==> src/rtl/ipl_pkg.sv <==
package ipl_pkg;
  localparam int unsigned IPL_VEC_W  = 32;
  localparam int unsigned IPL_LVL_W  = 5;
  localparam int unsigned IPL_SW_LO  = 4;
  localparam int unsigned IPL_SW_N   = 15;
  localparam int unsigned IPL_EXT_LO = 20;
  localparam int unsigned IPL_EXT_N  = 4;
endpackage

==> src/rtl/ipl_src_regs.sv <==
module ipl_src_regs #(
  parameter int unsigned VEC_W = ipl_pkg::IPL_VEC_W,
  parameter int unsigned LVL_W = ipl_pkg::IPL_LVL_W,
  parameter int unsigned SW_LO = ipl_pkg::IPL_SW_LO,
  parameter int unsigned SW_N  = ipl_pkg::IPL_SW_N
) (
  input  logic             clk_i,
  input  logic             rst_ni,
  input  logic             sw_we_i,
  input  logic [VEC_W-1:0] sw_wdata_i,
  input  logic             lvl_we_i,
  input  logic [VEC_W-1:0] lvl_wdata_i,
  output logic [VEC_W-1:0] sw_req_o,
  output logic [LVL_W-1:0] cur_lvl_o
);
  localparam int unsigned SW_HI = SW_LO + SW_N - 1;

  logic [VEC_W-1:0] sw_mask;

  for (genvar b = 0; b < VEC_W; b++) begin : g_mask
    assign sw_mask[b] = (b >= SW_LO) && (b <= SW_HI);
  end

  always_ff @(posedge clk_i or negedge rst_ni) begin
    if (!rst_ni) begin
      sw_req_o  <= '0;
      cur_lvl_o <= '0;
    end else begin
      if (sw_we_i)  sw_req_o  <= sw_wdata_i & sw_mask;
      if (lvl_we_i) cur_lvl_o <= lvl_wdata_i[LVL_W-1:0];
    end
  end

  // only software range survives a write
  a_r2_sw_masked: assert property (@(posedge clk_i) disable iff (!rst_ni)
    sw_we_i |=> (sw_req_o == ($past(sw_wdata_i) & sw_mask)));
  // level keeps low bits only
  a_r9_lvl_low_bits: assert property (@(posedge clk_i) disable iff (!rst_ni)
    lvl_we_i |=> (cur_lvl_o == $past(lvl_wdata_i[LVL_W-1:0])));
endmodule

==> src/rtl/ipl_level_enc.sv <==
module ipl_level_enc #(
  parameter int unsigned VEC_W  = ipl_pkg::IPL_VEC_W,
  parameter int unsigned LVL_W  = ipl_pkg::IPL_LVL_W,
  parameter int unsigned SW_LO  = ipl_pkg::IPL_SW_LO,
  parameter int unsigned SW_N   = ipl_pkg::IPL_SW_N,
  parameter int unsigned EXT_LO = ipl_pkg::IPL_EXT_LO,
  parameter int unsigned EXT_N  = ipl_pkg::IPL_EXT_N
) (
  input  logic [VEC_W-1:0] sw_req_i,
  input  logic [VEC_W-1:0] ext_irq_i,
  output logic [LVL_W-1:0] req_lvl_o,
  output logic [VEC_W-1:0] pend_o
);
  localparam int unsigned SW_HI  = SW_LO + SW_N - 1;
  localparam int unsigned EXT_HI = EXT_LO + EXT_N - 1;

  // software first, external after: later (higher) hits override
  always_comb begin
    req_lvl_o = '0;
    pend_o    = '0;
    for (int i = SW_LO; i <= SW_HI; i++) begin
      if (sw_req_i[i]) begin
        req_lvl_o = LVL_W'(i - SW_LO + 1);
        pend_o[i] = 1'b1;
      end
    end
    for (int i = EXT_LO; i <= EXT_HI; i++) begin
      if (ext_irq_i[i]) begin
        req_lvl_o = LVL_W'(i);
        pend_o[i] = 1'b1;
      end
    end
  end
endmodule

==> src/rtl/ipl_arbiter.sv <==
module ipl_arbiter #(
  parameter int unsigned VEC_W  = ipl_pkg::IPL_VEC_W,
  parameter int unsigned LVL_W  = ipl_pkg::IPL_LVL_W,
  parameter int unsigned SW_LO  = ipl_pkg::IPL_SW_LO,
  parameter int unsigned SW_N   = ipl_pkg::IPL_SW_N,
  parameter int unsigned EXT_LO = ipl_pkg::IPL_EXT_LO,
  parameter int unsigned EXT_N  = ipl_pkg::IPL_EXT_N
) (
  input  logic             clk_i,
  input  logic             rst_ni,
  input  logic             sw_we_i,
  input  logic [VEC_W-1:0] sw_wdata_i,
  input  logic             lvl_we_i,
  input  logic [VEC_W-1:0] lvl_wdata_i,
  input  logic [VEC_W-1:0] ext_irq_i,
  input  logic             check_i,
  output logic             take_o,
  output logic [VEC_W-1:0] summary_o,
  output logic [LVL_W-1:0] int_id_o
);
  localparam int unsigned EXT_HI = EXT_LO + EXT_N - 1;

  logic [VEC_W-1:0] sw_req, pend;
  logic [LVL_W-1:0] cur_lvl, req_lvl;
  logic [VEC_W-1:0] ext_mask;
  logic             take_d;

  for (genvar b = 0; b < VEC_W; b++) begin : g_ext_mask
    assign ext_mask[b] = (b >= EXT_LO) && (b <= EXT_HI);
  end

  ipl_src_regs #(
    .VEC_W(VEC_W), .LVL_W(LVL_W), .SW_LO(SW_LO), .SW_N(SW_N)
  ) i_regs (
    .clk_i      (clk_i),
    .rst_ni     (rst_ni),
    .sw_we_i    (sw_we_i),
    .sw_wdata_i (sw_wdata_i),
    .lvl_we_i   (lvl_we_i),
    .lvl_wdata_i(lvl_wdata_i),
    .sw_req_o   (sw_req),
    .cur_lvl_o  (cur_lvl)
  );

  ipl_level_enc #(
    .VEC_W(VEC_W), .LVL_W(LVL_W), .SW_LO(SW_LO), .SW_N(SW_N),
    .EXT_LO(EXT_LO), .EXT_N(EXT_N)
  ) i_enc (
    .sw_req_i (sw_req),
    .ext_irq_i(ext_irq_i),
    .req_lvl_o(req_lvl),
    .pend_o   (pend)
  );

  assign take_d = check_i && (req_lvl != '0) && (req_lvl > cur_lvl);

  always_ff @(posedge clk_i or negedge rst_ni) begin
    if (!rst_ni) begin
      take_o    <= 1'b0;
      summary_o <= '0;
      int_id_o  <= '0;
    end else begin
      take_o <= take_d;
      if (take_d) begin
        summary_o <= pend;
        int_id_o  <= req_lvl;
      end
    end
  end

  // a take only follows a strobe
  a_r10_take_needs_check: assert property (@(posedge clk_i) disable iff (!rst_ni)
    take_o |-> $past(check_i));
  // taken level strictly above the level in force at the strobe
  a_r7_above_current: assert property (@(posedge clk_i) disable iff (!rst_ni)
    take_o |-> (int_id_o > $past(cur_lvl)));
  // latched outputs move only on a take
  a_r8_hold_no_take: assert property (@(posedge clk_i) disable iff (!rst_ni)
    !take_o |-> ($stable(summary_o) && $stable(int_id_o)));
  // any in-range external source forces an external level
  a_r5_ext_first: assert property (@(posedge clk_i) disable iff (!rst_ni)
    (take_o && $past(|(ext_irq_i & ext_mask))) |-> (int_id_o >= LVL_W'(EXT_LO)));
endmodule

==> config.mk <==
export PLATFORM = sky130hd
export DESIGN_NAME = ipl_arbiter
export DESIGN_NICKNAME = d
export VERILOG_FILES = /design/src/rtl/ipl_pkg.sv /design/src/rtl/ipl_src_regs.sv /design/src/rtl/ipl_level_enc.sv /design/src/rtl/ipl_arbiter.sv
export SDC_FILE = /design/constraint.sdc
export NUM_CORES = 1
export LEC_CHECK = 0
export ABC_AREA = 1
export CAP_MARGIN = 20
export CORE_ASPECT_RATIO = 0.7
export CORE_MARGIN = 10
export CORE_UTILIZATION = 56
export CTS_CLUSTER_SIZE = 30
export DETAILED_ROUTE_END_ITERATION = 7
export DONT_BUFFER_PORTS = 1
export PLACE_DENSITY = 0.85
export SKIP_LAST_GASP = 1
export SYNTH_ARGS = -nofsm -noshare
export SYNTH_HDL_FRONTEND = slang
export SYNTH_SLANG_ARGS = --single-unit
==> constraint.sdc <==
create_clock -name clk_i -period 2.7 [get_ports clk_i]
set_clock_uncertainty 0.1 [all_clocks]
set_input_delay 0.675 -clock clk_i [delete_from_list [all_inputs] [get_ports clk_i]]
set_output_delay 0.675 -clock clk_i [all_outputs]
set_load 0.01 [all_outputs]
# [Word-level counts from Yosys, hierarchy flattened]
# Cells that the tools add are included.
# Widths: inputs -> output; s select.
[totals] regBits=45 in_bits=101 output_inout_bits=38 word_cells=47
[classes] order_cmp=1 n_mux=38 reduce_logical=3
[ops] cell="$mux 4" count=8
[ops] cell="$mux 1" count=20
[ops] cell="$mux 5" count=4
[ops] cell="$mux 3" count=4
[ops] cell="$gt 5x5->1" count=1
[ops] cell="$reduce_bool 5->1" count=1
[ops] cell="$mux 2" count=2
[ops] cell="$logic_and 1x1->1" count=2

# [Depth between registers and ports, before layout]
[logic_depth] word_depth=22 ltp_mapped=28 ltp_nobuf=27

# [Cells and area by module]
# Synthesis repeated with hierarchy kept, for this count alone.
[unflattened] hier_cells=387 hier_area_um2=3116.7
[modules_own_cells] module="ipl_arbiter" n_inst=1 cells_each=193 area_each_um2=1722.9 seq_area_each_um2=950.9
[modules_own_cells] module="ipl_src_regs" n_inst=1 cells_each=103 area_each_um2=924.6 seq_area_each_um2=500.5
[modules_own_cells] module="ipl_level_enc" n_inst=1 cells_each=91 area_each_um2=469.2 seq_area_each_um2=0.0

# [Least setup slack after synthesis]
# Ideal clock, no wire load.
[synth_path] path_kind="input -> register" from="input ext_irq_i[23]" to="register int_id_o[4]" setup_ns=0.117 t_arrival_ns=2.597 t_required_ns=2.483 setup_slack_ns=-0.113 cell_stages=13 path_buffers=1 cell_sequence="inv_1 nand3_1 o21bai_1 nor2_1 inv_1 ha_1 a21oi_1 nor2_1 a2111oi_0 nor2_1 clkbuf_1 nand3_1 nand2_1"
[synth_via] elab_chain_len=4 word_cells_on_any_way=5 classes_between="1 x order compare; 1 x mux; 3 x reduce/logical"
[synth_lines] item="start: declaration" line="ipl_arbiter.sv:15" text="input logic [VEC_W-1:0] ext_irq_i,"
[synth_lines] item="$mux 5 (*)" line="ipl_level_enc.sv:28" text="if (ext_irq_i[i]) begin"
[synth_lines] item="net i_enc.req_lvl_o[4]" line="ipl_level_enc.sv:11" text="output logic [LVL_W-1:0] req_lvl_o,"
[synth_lines] item="branches (longest 3 deep; another with $gt 5x5->1)"
[synth_lines] item="end signal: assignment" line="ipl_arbiter.sv:66" text="int_id_o <= req_lvl;"
[synth_lines] item="end: declaration" line="ipl_arbiter.sv:19" text="output logic [LVL_W-1:0] int_id_o"
# Mark *: on every way through the listed nets, which the timed path passes.
# A chain may end at the register's enable or synchronous reset.

# [Final worst setup path]
[layout_path] from="register i_regs.sw_req_o[5]" to="register summary_o[17]"
[layout_via] elab_chain_len=21 word_cells_on_any_way=22 classes_between="1 x order compare; 18 x mux; 3 x reduce/logical"
[layout_lines] item="start: declaration" line="ipl_src_regs.sv:13" text="output logic [VEC_W-1:0] sw_req_o,"
[layout_lines] item="start signal: assignment" line="ipl_src_regs.sv:29" text="if (sw_we_i) sw_req_o <= sw_wdata_i & sw_mask;"
[layout_lines] item="$mux 2 (*) (2 in series)" line="ipl_level_enc.sv:22" text="if (sw_req_i[i]) begin"
[layout_lines] item="$mux 3 (*) (4 in series)" line="ipl_level_enc.sv:22"
[layout_lines] item="$mux 4 (*) (8 in series)" line="ipl_level_enc.sv:22"
[layout_lines] item="$mux 5 (*) (4 in series)" line="ipl_level_enc.sv:28"
[layout_lines] item="net i_enc.req_lvl_o[1]" line="ipl_level_enc.sv:11"
[layout_lines] item="branches (longest 2 deep; another with $gt 5x5->1)"
[layout_lines] item="$logic_and 1x1->1 (*)" line="ipl_arbiter.sv:55" text="assign take_d = check_i && (req_lvl != '0) && (req_lvl > cur_lvl);"
[layout_lines] item="end signal: assignment" line="ipl_arbiter.sv:65" text="summary_o <= pend;"
[layout_lines] item="end: declaration" line="ipl_arbiter.sv:18" text="output logic [VEC_W-1:0] summary_o,"
# Marked as above.

==> flow_metrics.py <==
metrics = {
    "outcome": {
        "status": "complete, but fails checks",
        "violations": "negative setup slack",
    },
    "grt": {
        "antenna_found_initial": 0,
        "overflow": 0,
        "track_usage_pct": 16.0,
        "grt_pass1_wl_um": 8540,
        "grt_max_degree": 46,
        "grt_pass1_vias": 1680,
    },
    "die": {
        "core_area_um2": 3630,
        "row_count": 18,
        "die_w_um": 94.3,
        "ios": 139,
        "start_util_pct": 59.6,
        "fp.dieArea_um2": 6790,
        "die_y_um": 72.0,
    },
    "critical_path": {
        "crit_path_top_delay_cell": "dfrtp_1",
        "cp_data_arrival_time_ns": 2.97,
        "critPathRequiredTime_ns": 2.80,
        "crit_chain": "inv_2 -> buf_4 -> a211oi_1 -> o31ai_1 -> nand2_1 -> nand2_1 -> nand2_1 -> nand2_1 -> nand3_1 -> ha_1 -> nand2_2 -> nor3_4 -> a2111oi_4 -> nor2_2 -> buf_6 -> buf_12 -> nand3_2 -> nand2_1",
        "start_kind": "flop",
        "crit_top_cell": "nand2_1",
        "cp_slowest_stage_delay_ns": 0.40,
        "endpoint_kind": "flop",
        "crit_buf_inv": 4,
        "path_delay_family": "simple AND/OR/NAND/NOR gates",
        "criticalPathCategory": "reg -> reg",
        "crit_fanout": 8,
    },
    "timing": {
        "fin_ws_ns": -0.171,
        "drv_slew": 0,
        "fmax_ghz": 0.348,
        "hold_slack_ns": 0.111,
        "hold_viol_final": 0,
        "rsz0062_at_grt": "yes",
        "fin_crit_ns": 2.87,
        "setup-violations-final": 25,
        "finalSetupTns_ns": -2.90,
        "period_share_pct": 106,
    },
    "place": {
        "hpwlAfterDp_um": 3740,
        "numPortBuffers": 0,
        "finalWeightedCongestion": 0.785,
        "placed_area_um2": 2230,
        "post-place-ws_ns": -0.220,
    },
    "route": {
        "drcViolationCount": 0,
        "ant_nets": 0,
        "routed_via_density": 5.28,
        "via_count": 1752,
        "detail_route.iter0.violations": 118,
        "wl_per_cell_um": 17.1,
        "dr.pass1.iters": 4,
        "routed_wirelength_um": 5680,
    },
    "yosys": {
        "synth_edf_count": 0,
        "synthFlopType": "dfrtp_1",
        "synth_most_common_cell": "nand2_1",
        "synth_area_leaders": "dfrtp_1, nand2_1, nand3_1",
        "syn_area_um2": 2160,
        "synth-async-reset-ratio_pct": 100,
        "synth.avg_cell_area_um2": 8.32,
        "synth_seq_cells": 45,
        "syn_inst": 260,
        "yosys_warnings": 0,
        "synth_common_cells": "nand2_1, dfrtp_1, inv_1, nand3_1, o21ai_0",
        "synth_top_area_share_pct": 52.1,
        "ys_seq_area_share_pct": 52.1,
        "yosysUniqueCellTypes": 25,
        "netlist.top_cell.by_area": "dfrtp_1",
    },
    "layout": {
        "finish.instance_area_um2": 2680,
        "final_nets": 387,
        "synthToLayoutAreaGrowth_pct": 23.8,
        "num_antenna_cells": 0,
        "fillers": 260,
        "drive_gt1_share_pct": 30.9,
    },
    "power": {
        "peakVddDrop_uv": 343,
        "power_density_nw_per_um2": 633,
        "leakage_nw": 1.34,
    },
    "clock_tree": {
        "cts_htree_levels": 2,
        "cts_tree": "yes",
        "clockBufferDepth": 2,
        "clkTransAtPathRegs_ns": 0.09,
        "root_buffer": "clkbuf_8",
        "cts.sinks": 45,
        "clk_latency_ns": 0.31,
        "cts_buffers": 5,
    },
    "flow_run": {
        "cap_violations": 0,
    },
    "min_path": {
        "min_path_type": "in -> async",
    },
}
==> sequential cells by signal, summed over array words and instances, names as in the netlist <==
register          cells
i_regs.cur_lvl_o      5
summary_o            19
take_o                1
int_id_o              5
i_regs.sw_req_o      15
==> report_power, final <==
group          internal, W  switching (W)
logic             0.000150       0.000200
registers         0.000779       0.000135
clock network     0.000184       0.000249
total              0.00111       0.000584
==> area by class of cell <==
class	instances	area (um2)	area share, %
inverters	27	105	3.93
well taps	50	62.6	2.34
clock inverters	3	21.3	0.794
flip-flops and latches	45	1130	42.1
repair buffers	23	209	7.80
clock buffers	5	68.8	2.57
multi-input cells	179	1080	40.5
==> cell families (layout without fill, tap and decap cells) <==
logic type      count (synthesis)  in the layout  share of synthesized area [%]
compound gates                 25             25                           6.48
simple gates                  132            134                           25.6
mux                             2              2                           1.04
buf+inv                        50             58                           11.7
fa+ha+maj                       5              5                           2.89
other cells                     1             13                          0.173
flops                          45             45                           52.1
==> worst register-to-register path: stages, from the launching register on <==
cell and delay [ns]:
dfrtp_1 0.40, inv_2 0.06, buf_4 0.10, a211oi_1 0.07
o31ai_1 0.20, nand2_1 0.09, nand2_1 0.07, nand2_1 0.06
nand2_1 0.08, nand3_1 0.10, ha_1 0.30, nand2_2 0.12
nor3_4 0.07, a2111oi_4 0.35, nor2_2 0.10, buf_6 0.17
buf_12 0.16, nand3_2 0.08, nand2_1 0.08
==> path summary, 6_finish.rpt <==
kind	cells past startpoint	startpoint	slack [ns]	to
worst max register to register	18	i_regs.sw_req_o[5]	-0.17	summary_o[17]
worst min-delay path	1	rst_ni	0.11	summary_o[17]
max in group asynchronous	1	rst_ni	2.19	i_regs.sw_req_o[11]
min in group clk_i	1	sw_we_i	0.36	i_regs.sw_req_o[6]
worst min register to register	2	i_regs.cur_lvl_o[4]	0.44	i_regs.cur_lvl_o[4]
worst max-delay path	18	i_regs.sw_req_o[5]	-0.17	summary_o[17]
==> layout by cell type, fill, tap and decap left out, drive strengths merged, types with 5 or more instances in the layout <==
| cell type | netlist | layout |
|---|---|---|
| nand2 | 96 | 98 |
| nor2 | 9 | 9 |
| ha | 5 | 5 |
| o21ai | 18 | 18 |
| buf | 17 | 23 |
| nand3 | 25 | 25 |
| inv | 27 | 27 |
| clkbuf | 6 | 5 |
| dfrtp | 45 | 45 |
| conb | 1 | 13 |
==> layer usage <==
metal | vias up | share of wire (%) | track usage (%)
li1 | 833 | - | -
met1 | 829 | 40 | 19.5
met2 | 74 | 50 | 25.5
met3 | 16 | 8.3 | 5.76
met4 | 0 | 2.6 | 5.55
met5 | - | 0 | 0
==> metrics by stage <==
step                      utilization (%)  total power (W)  instances
after floorplan                         -          0.00108        272
after global placement               61.5          0.00113        312
after detailed placement             61.5          0.00115        312
after CTS                            67.9          0.00161        325
after global routing                 73.8          0.00179        332
final                                73.8          0.00170        332
==> what timing repair did <==
| action | in CTS | in global routing |
|---|---|---|
| pin swaps | 25 | 17 |
| endpoints found under the setup margin | 25 | 25 |
| hold endpoints to repair | 45 | 0 |
| resized for setup | 19 | 40 |
| setup buffers | 5 | 5 |
| hold buffers | 1 | 0 |
| gates cloned | 0 | 2 |
Note: power is estimated with default switching activity, not from simulation.
